### src/rtl/dcs_pkg.sv
package dcs_pkg;
    localparam int FRAME_W = 16;
    localparam int PAD_W   = 4;
    localparam int VAL_W   = FRAME_W - PAD_W;

    typedef enum logic [2:0] {
        ST_IDLE,
        ST_LEAD,
        ST_LOW,
        ST_HIGH,
        ST_REL,
        ST_PRE,
        ST_STB,
        ST_FIN
    } dcs_state_e;
endpackage

### src/rtl/dcs_pace.sv
// Phase timer: counts system clocks since the last restart and flags the
// final cycle of a phase whose length is given by limit_i.
module dcs_pace #(
    parameter int CW = 4
) (
    input  logic          clk,
    input  logic          rst_n,
    input  logic          restart_i,
    input  logic [CW-1:0] limit_i,
    output logic          expire_o
);
    logic [CW-1:0] cnt_d, cnt_q;

    always_comb begin
        cnt_d = restart_i ? '0 : cnt_q + 1'b1;
    end

    always_ff @(posedge clk) begin
        if (!rst_n) cnt_q <= '0;
        else        cnt_q <= cnt_d;
    end

    assign expire_o = (cnt_q == limit_i - 1'b1);
endmodule

### src/rtl/dcs_bitsel.sv
// Picks the serial bit for a given frame index and bit position.
// Frame 0 carries the farthest device's value.
module dcs_bitsel
    import dcs_pkg::*;
#(
    parameter int NUM_DEV = 3,
    parameter int WW      = 2
) (
    input  logic [NUM_DEV*VAL_W-1:0] vals_i,
    input  logic [WW-1:0]            word_i,
    input  logic [3:0]               bit_i,
    output logic                     bit_o
);
    logic [3:0] pos;

    always_comb begin
        pos   = 4'(FRAME_W - 1) - bit_i;
        bit_o = 1'b0;
        for (int d = 0; d < NUM_DEV; d++) begin
            if (word_i == WW'(NUM_DEV - 1 - d) && bit_i >= 4'(PAD_W)) begin
                bit_o = vals_i[d*VAL_W + int'(pos)];
            end
        end
    end
endmodule

### src/rtl/daisy_dac_seq.sv
module daisy_dac_seq
    import dcs_pkg::*;
#(
    parameter int NUM_DEV  = 3,
    parameter int HALF_DIV = 10,
    parameter int STROBE_W = 5
) (
    input  logic                     clk,
    input  logic                     rst_n,
    input  logic                     start_i,
    input  logic [NUM_DEV*VAL_W-1:0] chan_vals_i,
    output logic                     busy_o,
    output logic                     done_o,
    output logic                     dac_sclk_o,
    output logic                     dac_sdata_o,
    output logic                     dac_sync_n_o,
    output logic                     dac_load_n_o
);
    localparam int WW    = (NUM_DEV > 1) ? $clog2(NUM_DEV) : 1;
    localparam int MAXPH = (HALF_DIV > STROBE_W) ? HALF_DIV : STROBE_W;
    localparam int CW    = $clog2(MAXPH + 1);

    typedef struct packed {
        dcs_state_e               st;
        logic [WW-1:0]            word;
        logic [3:0]               bitn;
        logic [NUM_DEV*VAL_W-1:0] vals;
        logic                     sclk;
        logic                     sync_n;
        logic                     load_n;
        logic                     sdata;
        logic                     done;
    } regs_t;

    regs_t r_d, r_q;

    logic          expire;
    logic          restart;
    logic [CW-1:0] limit;
    logic [WW-1:0] adv_word;
    logic [3:0]    adv_bit;
    logic          sel_bit;
    logic          last_bit;

    dcs_pace #(.CW(CW)) u_pace (
        .clk      (clk),
        .rst_n    (rst_n),
        .restart_i(restart),
        .limit_i  (limit),
        .expire_o (expire)
    );

    dcs_bitsel #(.NUM_DEV(NUM_DEV), .WW(WW)) u_bitsel (
        .vals_i(r_q.vals),
        .word_i(adv_word),
        .bit_i (adv_bit),
        .bit_o (sel_bit)
    );

    always_comb begin
        // Next bit position within the burst.
        if (r_q.bitn == 4'(FRAME_W - 1)) begin
            adv_bit  = '0;
            adv_word = r_q.word + 1'b1;
        end else begin
            adv_bit  = r_q.bitn + 1'b1;
            adv_word = r_q.word;
        end
        last_bit = (r_q.word == WW'(NUM_DEV - 1)) && (r_q.bitn == 4'(FRAME_W - 1));
        limit    = (r_q.st == ST_STB) ? CW'(STROBE_W) : CW'(HALF_DIV);

        r_d      = r_q;
        r_d.done = 1'b0;
        unique case (r_q.st)
            ST_IDLE: if (start_i) begin
                r_d.st     = ST_LEAD;
                r_d.vals   = chan_vals_i;
                r_d.word   = '0;
                r_d.bitn   = '0;
                r_d.sync_n = 1'b0;
                r_d.sdata  = 1'b0;   // first bit is padding
            end
            ST_LEAD: if (expire) begin
                r_d.sclk = 1'b0;
                r_d.st   = ST_LOW;
            end
            ST_LOW: if (expire) begin
                r_d.sclk = 1'b1;
                if (last_bit) begin
                    r_d.st = ST_REL;
                end else begin
                    r_d.word  = adv_word;
                    r_d.bitn  = adv_bit;
                    r_d.sdata = sel_bit;
                    r_d.st    = ST_HIGH;
                end
            end
            ST_HIGH: if (expire) begin
                r_d.sclk = 1'b0;
                r_d.st   = ST_LOW;
            end
            ST_REL: if (expire) begin
                r_d.sync_n = 1'b1;
                r_d.sdata  = 1'b0;
                r_d.st     = ST_PRE;
            end
            ST_PRE: begin
                r_d.load_n = 1'b0;
                r_d.st     = ST_STB;
            end
            ST_STB: if (expire) begin
                r_d.load_n = 1'b1;
                r_d.st     = ST_FIN;
            end
            ST_FIN: begin
                r_d.done = 1'b1;
                r_d.st   = ST_IDLE;
            end
            default: r_d.st = ST_IDLE;
        endcase

        restart = (r_d.st != r_q.st) || (r_q.st == ST_IDLE);
    end

    always_ff @(posedge clk) begin
        if (!rst_n) begin
            r_q        <= '0;
            r_q.st     <= ST_IDLE;
            r_q.sclk   <= 1'b1;
            r_q.sync_n <= 1'b1;
            r_q.load_n <= 1'b1;
        end else begin
            r_q <= r_d;
        end
    end

    assign busy_o       = (r_q.st != ST_IDLE);
    assign done_o       = r_q.done;
    assign dac_sclk_o   = r_q.sclk;
    assign dac_sdata_o  = r_q.sdata;
    assign dac_sync_n_o = r_q.sync_n;
    assign dac_load_n_o = r_q.load_n;
endmodule

### config.mk
export PLATFORM = sky130hd
export DESIGN_NAME = daisy_dac_seq
export DESIGN_NICKNAME = d
export VERILOG_FILES = /design/src/rtl/dcs_pkg.sv /design/src/rtl/dcs_pace.sv /design/src/rtl/dcs_bitsel.sv /design/src/rtl/daisy_dac_seq.sv
export SDC_FILE = /design/constraint.sdc
export NUM_CORES = 1
export LEC_CHECK = 0
export BUFFER_PORTS_ARGS = -buffer_cell sky130_fd_sc_hd__buf_2
export CORE_ASPECT_RATIO = 0.75
export CORE_UTILIZATION = 53
export CTS_CLUSTER_SIZE = 24
export DETAILED_ROUTE_END_ITERATION = 8
export PLACE_DENSITY_LB_ADDON = 0.15
export REMOVE_ABC_BUFFERS = 1
export SLEW_MARGIN = 20
export SYNTH_ARGS = -nofsm -noshare
export SYNTH_HDL_FRONTEND = slang
export SYNTH_HIERARCHICAL = 1
export SYNTH_SLANG_ARGS = --single-unit
### constraint.sdc
create_clock -name clk -period 3.87 [get_ports clk]
set_input_delay 0 -clock clk [delete_from_list [all_inputs] [get_ports clk]]
set_output_delay 0 -clock clk [all_outputs]
set_load 0.005 [all_outputs]
# Word-level counts from Yosys, hierarchy flattened

Index checks and enable logic that the tools add are counted.

Bits in registers: 54
Input port bits: 39
Output and inout bits: 6
Logic and storage cells: 95

$add $sub $neg: 7
$lt $le $gt $ge: 4
Equal/unequal tests: 19
Muxes and demuxes: 33
Bitwise gates (word level): 1
Reductions and logical operators: 21

Operators by type and width:

| cell                  | number |
|---|---|
| $lt A32 B8 Y1 const B | 2 |
| $mux W45              | 1 |
| $pmux W3 S7           | 1 |
| $mux W1               | 14 |
| $bmux W1 S6           | 2 |
| $eq A3 B3 Y1 const B  | 4 |
| $mux W3               | 4 |
| $pmux W6 S2           | 1 |
| $ne A2 B2 Y1 const B  | 5 |
| $mux W9               | 1 |
| $add A4 B1 Y4 const B | 2 |
| $mux W4               | 2 |
| $reduce_bool A2 Y1    | 4 |
| $lt A4 B7 Y1 const B  | 1 |
| $add A5 B4 Y6 const A | 1 |
| $eq A3 B2 Y1 const B  | 2 |
| $mux W6               | 1 |
| $pmux W1 S2           | 3 |
| $reduce_and A3 Y1     | 2 |
| $reduce_bool A3 Y1    | 2 |
| $add A4 B4 Y5 const A | 1 |
| $reduce_and A5 Y1     | 1 |
| $bmux W1 S4           | 1 |
| $eq A2 B2 Y1 const B  | 2 |
| other kinds (20)      | 25 |

# Logic depth before layout (Yosys ltp)

Depth after elaboration: 12
Depth in mapped cells: 14

# By module

Netlist, hierarchy kept.

Modules (own cells, without submodules):

| module        | times used | cells an instance | area each (µm²) | sequential area each (µm²) |
|---|---|---|---|---|
| daisy_dac_seq | 1          | 255               | 2042.0          | 1001.0 |
| dcs_bitsel    | 1          | 42                | 580.6           | 0.0 |
| dcs_pace      | 1          | 25                | 229.0           | 80.1 |

# Worst setup path after synthesis

Ideal clock, no wire load.

Path kind: reg2reg
Start: register r_q[47] in the netlist's numbering
End: register r_q (netlist bit dac_sdata_o)
Setup time: 72 ps
Data arrival time: 2740 ps
Slack: 1059 ps
Stages on the path, launching flop included: 14
Period minus slack after synthesis: 2811 ps
Cells stage by stage: dfxtp_1 clkbuf_1 nor2b_1 nand2_1 inv_1 inv_1 ha_1 xnor2_1 nor4_1 buf_2 nor2b_1 nand3_1 a21oi_1 mux2i_1

Longest elaborated chain between the ends: 6
Elaborated cells between the ends (all ways): 14
Those cells by class: add/sub: 1; eq/ne: 8; mux: 2; reduce/logical: 3

Ends and longest elaborated chain:

| element                         | RTL line             | RTL |
|---|---|---|
| from (decl)                     | daisy_dac_seq.sv:35  | `regs_t r_d, r_q;` |
| from (signal assigned)          | daisy_dac_seq.sv:133 | `r_q <= r_d;` |
| $eq A3 B3 Y1 (*)                | daisy_dac_seq.sv:70  | `limit = (r_q.st == ST_STB) ? CW'(STROBE_W) : CW'(HALF_DIV);` |
| $mux W4 (*)                     | daisy_dac_seq.sv:70  |  |
| via limit[1]                    | daisy_dac_seq.sv:39  | `logic [CW-1:0] limit;` |
| $sub A4 B1 Y4 (*)               | dcs_pace.sv:23       | `assign expire_o = (cnt_q == limit_i - 1'b1);` |
| $eq A4 B4 Y1 (*)                | dcs_pace.sv:23       |  |
| via expire                      | daisy_dac_seq.sv:37  | `logic expire;` |
| $ne A2 B2 Y1 (no line)          | --                   |  |
| $reduce_and A5 Y1 (no line) (*) | --                   |  |

The timed path passes the listed nets; every way through them passes the cells marked *.
A chain may end at the register's enable or synchronous reset.

# Final worst setup path

Ends and elaborated chain as after synthesis.

==> results.sh <==
export IMPL_hpwl_um=4015
export IMPL_hp_start="start_i"
export IMPL_power_frac_comb_pct=12.9
export IMPL_dieHeight_um=65.52
export IMPL_synth_seq_cells=54
export IMPL_path_max_fanout=15
export IMPL_p_int_uw=793.2
export IMPL_worstMarginPinSlew_ps=1017
export IMPL_worst_skew_pair_late_latency_ps=300
export IMPL_synth_edf_count=0
export IMPL_routed_via_count=2510
export IMPL_end_kind="flop"
export IMPL_p_per_area_mw_per_mm2=296.7
export IMPL_n_antenna_cell=0
export IMPL_ys_async_sr_fraction_pct=0
export IMPL_placedCellCount=424
export IMPL_period_needed_ps=3399
export IMPL_power_share_clock_pct=30.0
export IMPL_fmax_mhz=294.2
export IMPL_synthesis_area_mm2=0.002851
export IMPL_cts_root_buf="clkbuf_8"
export IMPL_areaGrowthSynthToFinish_pct=23.69
export IMPL_grt_pass1_wl_um=11000
export IMPL_netlist_instances=322
export IMPL_seqPwrFrac_pct=57.1
export IMPL_yosysWarnings=6
export IMPL_synth_compound_area_share_pct=15.36
export IMPL_coreArea_mm2=0.005037
export IMPL_tns_ps=0
export IMPL_path_class="flop to flop"
export IMPL_final_setup_viol_count=0
export IMPL_ys_types=53
export IMPL_post_cts_buffers=0
export IMPL_initial_utilization_pct=56.61
export IMPL_synthAdderAreaFrac_pct=2.633
export IMPL_relSlewSlack_pct=31.91
export IMPL_final_common_cell="nand2_1"
export IMPL_multi_input_area_mm2=0.001575
export IMPL_status="finished, final reports clean"
export IMPL_viasPerCell=5.375
export IMPL_clock_path_buffers=2
export IMPL_htree_num_levels=2
export IMPL_yosysTopAreaCell="dfxtp_1"
export IMPL_fillers=403
export IMPL_muxShareOfSynthArea_pct=13.87
export IMPL_io_buffer_count=44
export IMPL_drtIter0Drc=176
export IMPL_die_w_um=86.70
export IMPL_synthTopCellsByArea="dfxtp_1 (38%), nand2_1 (11%), mux4_2 (9.5%), a21oi_1 (8.4%), ha_1 (2.6%)"
export IMPL_synthSimpleGateAreaFrac_pct=19.92
export IMPL_critPathLaunch="r_q[47]"
export IMPL_drive_gt1_share_pct=20.25
export IMPL_floorplan_rows=22
export IMPL_arrival_ps=3640
export IMPL_antenna_found_initial=0
export IMPL_drv_cap=0
export IMPL_p_switching_uw=253.4
export IMPL_final_cells=467
export IMPL_total_leakage_power_nw=1.403
export IMPL_grt_pass1_vias=2436
export IMPL_dr_pass1_iters=4
export IMPL_swShare_pct=24.21
export IMPL_gp_congestion=0.8157
export IMPL_dieArea_mm2=0.005680
export IMPL_gr_total_overflow=0
export IMPL_cts_made_buffers=5
export IMPL_power_mw=1.047
export IMPL_ys_flop_type="dfxtp_1"
export IMPL_drt_total_wl_um=6324
export IMPL_antenna_left=0
export IMPL_synth_xor_area_share_pct=3.072
export IMPL_finalMaxSlewViolations=0
export IMPL_cts_sinks=54
export IMPL_grt_setup_unrepaired="no"
export IMPL_synth_top_family_by_area="simple AND/OR/NAND/NOR gates"
export IMPL_track_usage_pct=24.72
export IMPL_cts_tree="built"
export IMPL_rr_worst_depth=12
export IMPL_grt_start_max_net_pins=37
export IMPL_synth_avg_cell_area_um2=8.856
export IMPL_drc=0
export IMPL_synth_seq_area_share_pct=37.91
export IMPL_r2r_start="r_q[47]"
export IMPL_register_area_mm2=0.001081
export IMPL_post_drt_wl_per_cell_um=13.54
export IMPL_most_common_layout_cells="nand2_1 (80), dfxtp_1 (54), a21oi_1 (48)"
export IMPL_start_kind="flop"
export IMPL_fin_crit_sh_pct=87.83
export IMPL_hp_class="primary input to flop"
export IMPL_clock_skew_ps=8.388
export IMPL_finalHoldViolCount=0
export IMPL_clkTransAtPathRegs_ps=100
export IMPL_crit_required_ps=4110
export IMPL_vdd_ir_drop_max_mv=0.2196
export IMPL_fin_nets=441
export IMPL_synth_top_area_share_pct=37.91
export IMPL_holdPathStages=4
export IMPL_ioPinCount=45
metal layers:
metal  GRT usage, %  part of all wire [%]  vias up
met5              0                     0        -
met4          5.625                  0.54        0
met3          5.276                   5.3        4
met2          39.38                    44       69
met1          34.47                    50     1160
li1               -                     -     1277
layout make-up:
cell class,count,area share (%)
multi-input cells,236,44.66
inverters,11,1.561
well taps,72,2.554
flip-flops and latches,54,30.65
repair buffers,88,18.23
clock buffers,6,2.341
timing repair:
item,4_1_cts,5_1_grt
setup endpoints to repair,0,0
hold endpoints to repair,39,0
hold buffers,37,0
resized for setup,0,0
through the flow:
step	util (%)	setup WS [ps]	hold slack [ps]	area [um^2]
final	70.02	471.1	128.1	3527
after global routing	70.02	68.63	154.0	3527
after CTS	70.02	503.3	128.4	3527
after detailed placement	61.03	550.2	245.5	3074
after global placement	60.98	719.7	239.2	3072
after floorplan	-	287.0	61.94	2700
cell usage after synthesis (2+ instances only):
library cell	count
nor2_1	13
xor2_1	2
buf_4	3
nor4_1	2
nand3b_1	2
xnor2_1	8
nor2b_1	2
buf_2	6
a21oi_2	2
inv_1	9
a31oi_1	3
nor3_1	3
o211ai_1	2
clkbuf_8	2
nand4_1	3
o21ai_0	7
clkbuf_1	6
nand3_1	7
mux4_2	12
ha_1	6
nand2_1	81
and3_1	2
buf_6	3
dfxtp_1	54
mux4_1	2
mux2_2	2
mux2i_1	5
a21oi_1	48
cells by family (layout without fill, tap and decap cells):
kind of cell             count (synthesis)  count (layout)
AND/OR/NAND/NOR                        125             125
AO/OA/AOI/OAI                           74              74
flip-flops                              54              54
buffers and inverters                   32             105
multiplexers                            21              21
XOR/XNOR                                10              10
adder cells (fa/ha/maj)                  6               6
sequential cells by signal, summed over array words and instances, names as in the netlist:
register,flops
dac_sync_n_o,1
dac_sdata_o,1
done_o,1
u_pace/cnt_q,4
dac_load_n_o,1
r_q,45
dac_sclk_o,1
power groups by stage:
stage / clock, mW / sequential (mW) / combinational, mW
after CTS: 0.319 / 0.597 / 0.134
after detailed placement: 0 / 0.610 / 0.106
final: 0.314 / 0.598 / 0.135
after global placement: 0 / 0.610 / 0.103
after global routing: 0.349 / 0.602 / 0.150
after floorplan: 0 / 0.605 / 0.0660
worst max-delay path, cell delays in order, from the launching register on:
cell     delay, ps
dfxtp_1        470
nor2b_1        280
nand2_1        170
inv_1          230
inv_1           70
ha_1           300
xnor2_1        130
nor4_1         620
buf_4          280
nor2b_1        300
nand3_1        120
a21oi_1        180
mux2i_1        190
worst paths after layout:
path | end | slack (ps)
max | dac_sdata_o | 470
min | dac_sync_n_o | 130
max reg2reg | dac_sdata_o | 470
min reg2reg | r_q[37] | 460
Note: power is estimated with default switching activity, not from simulation.
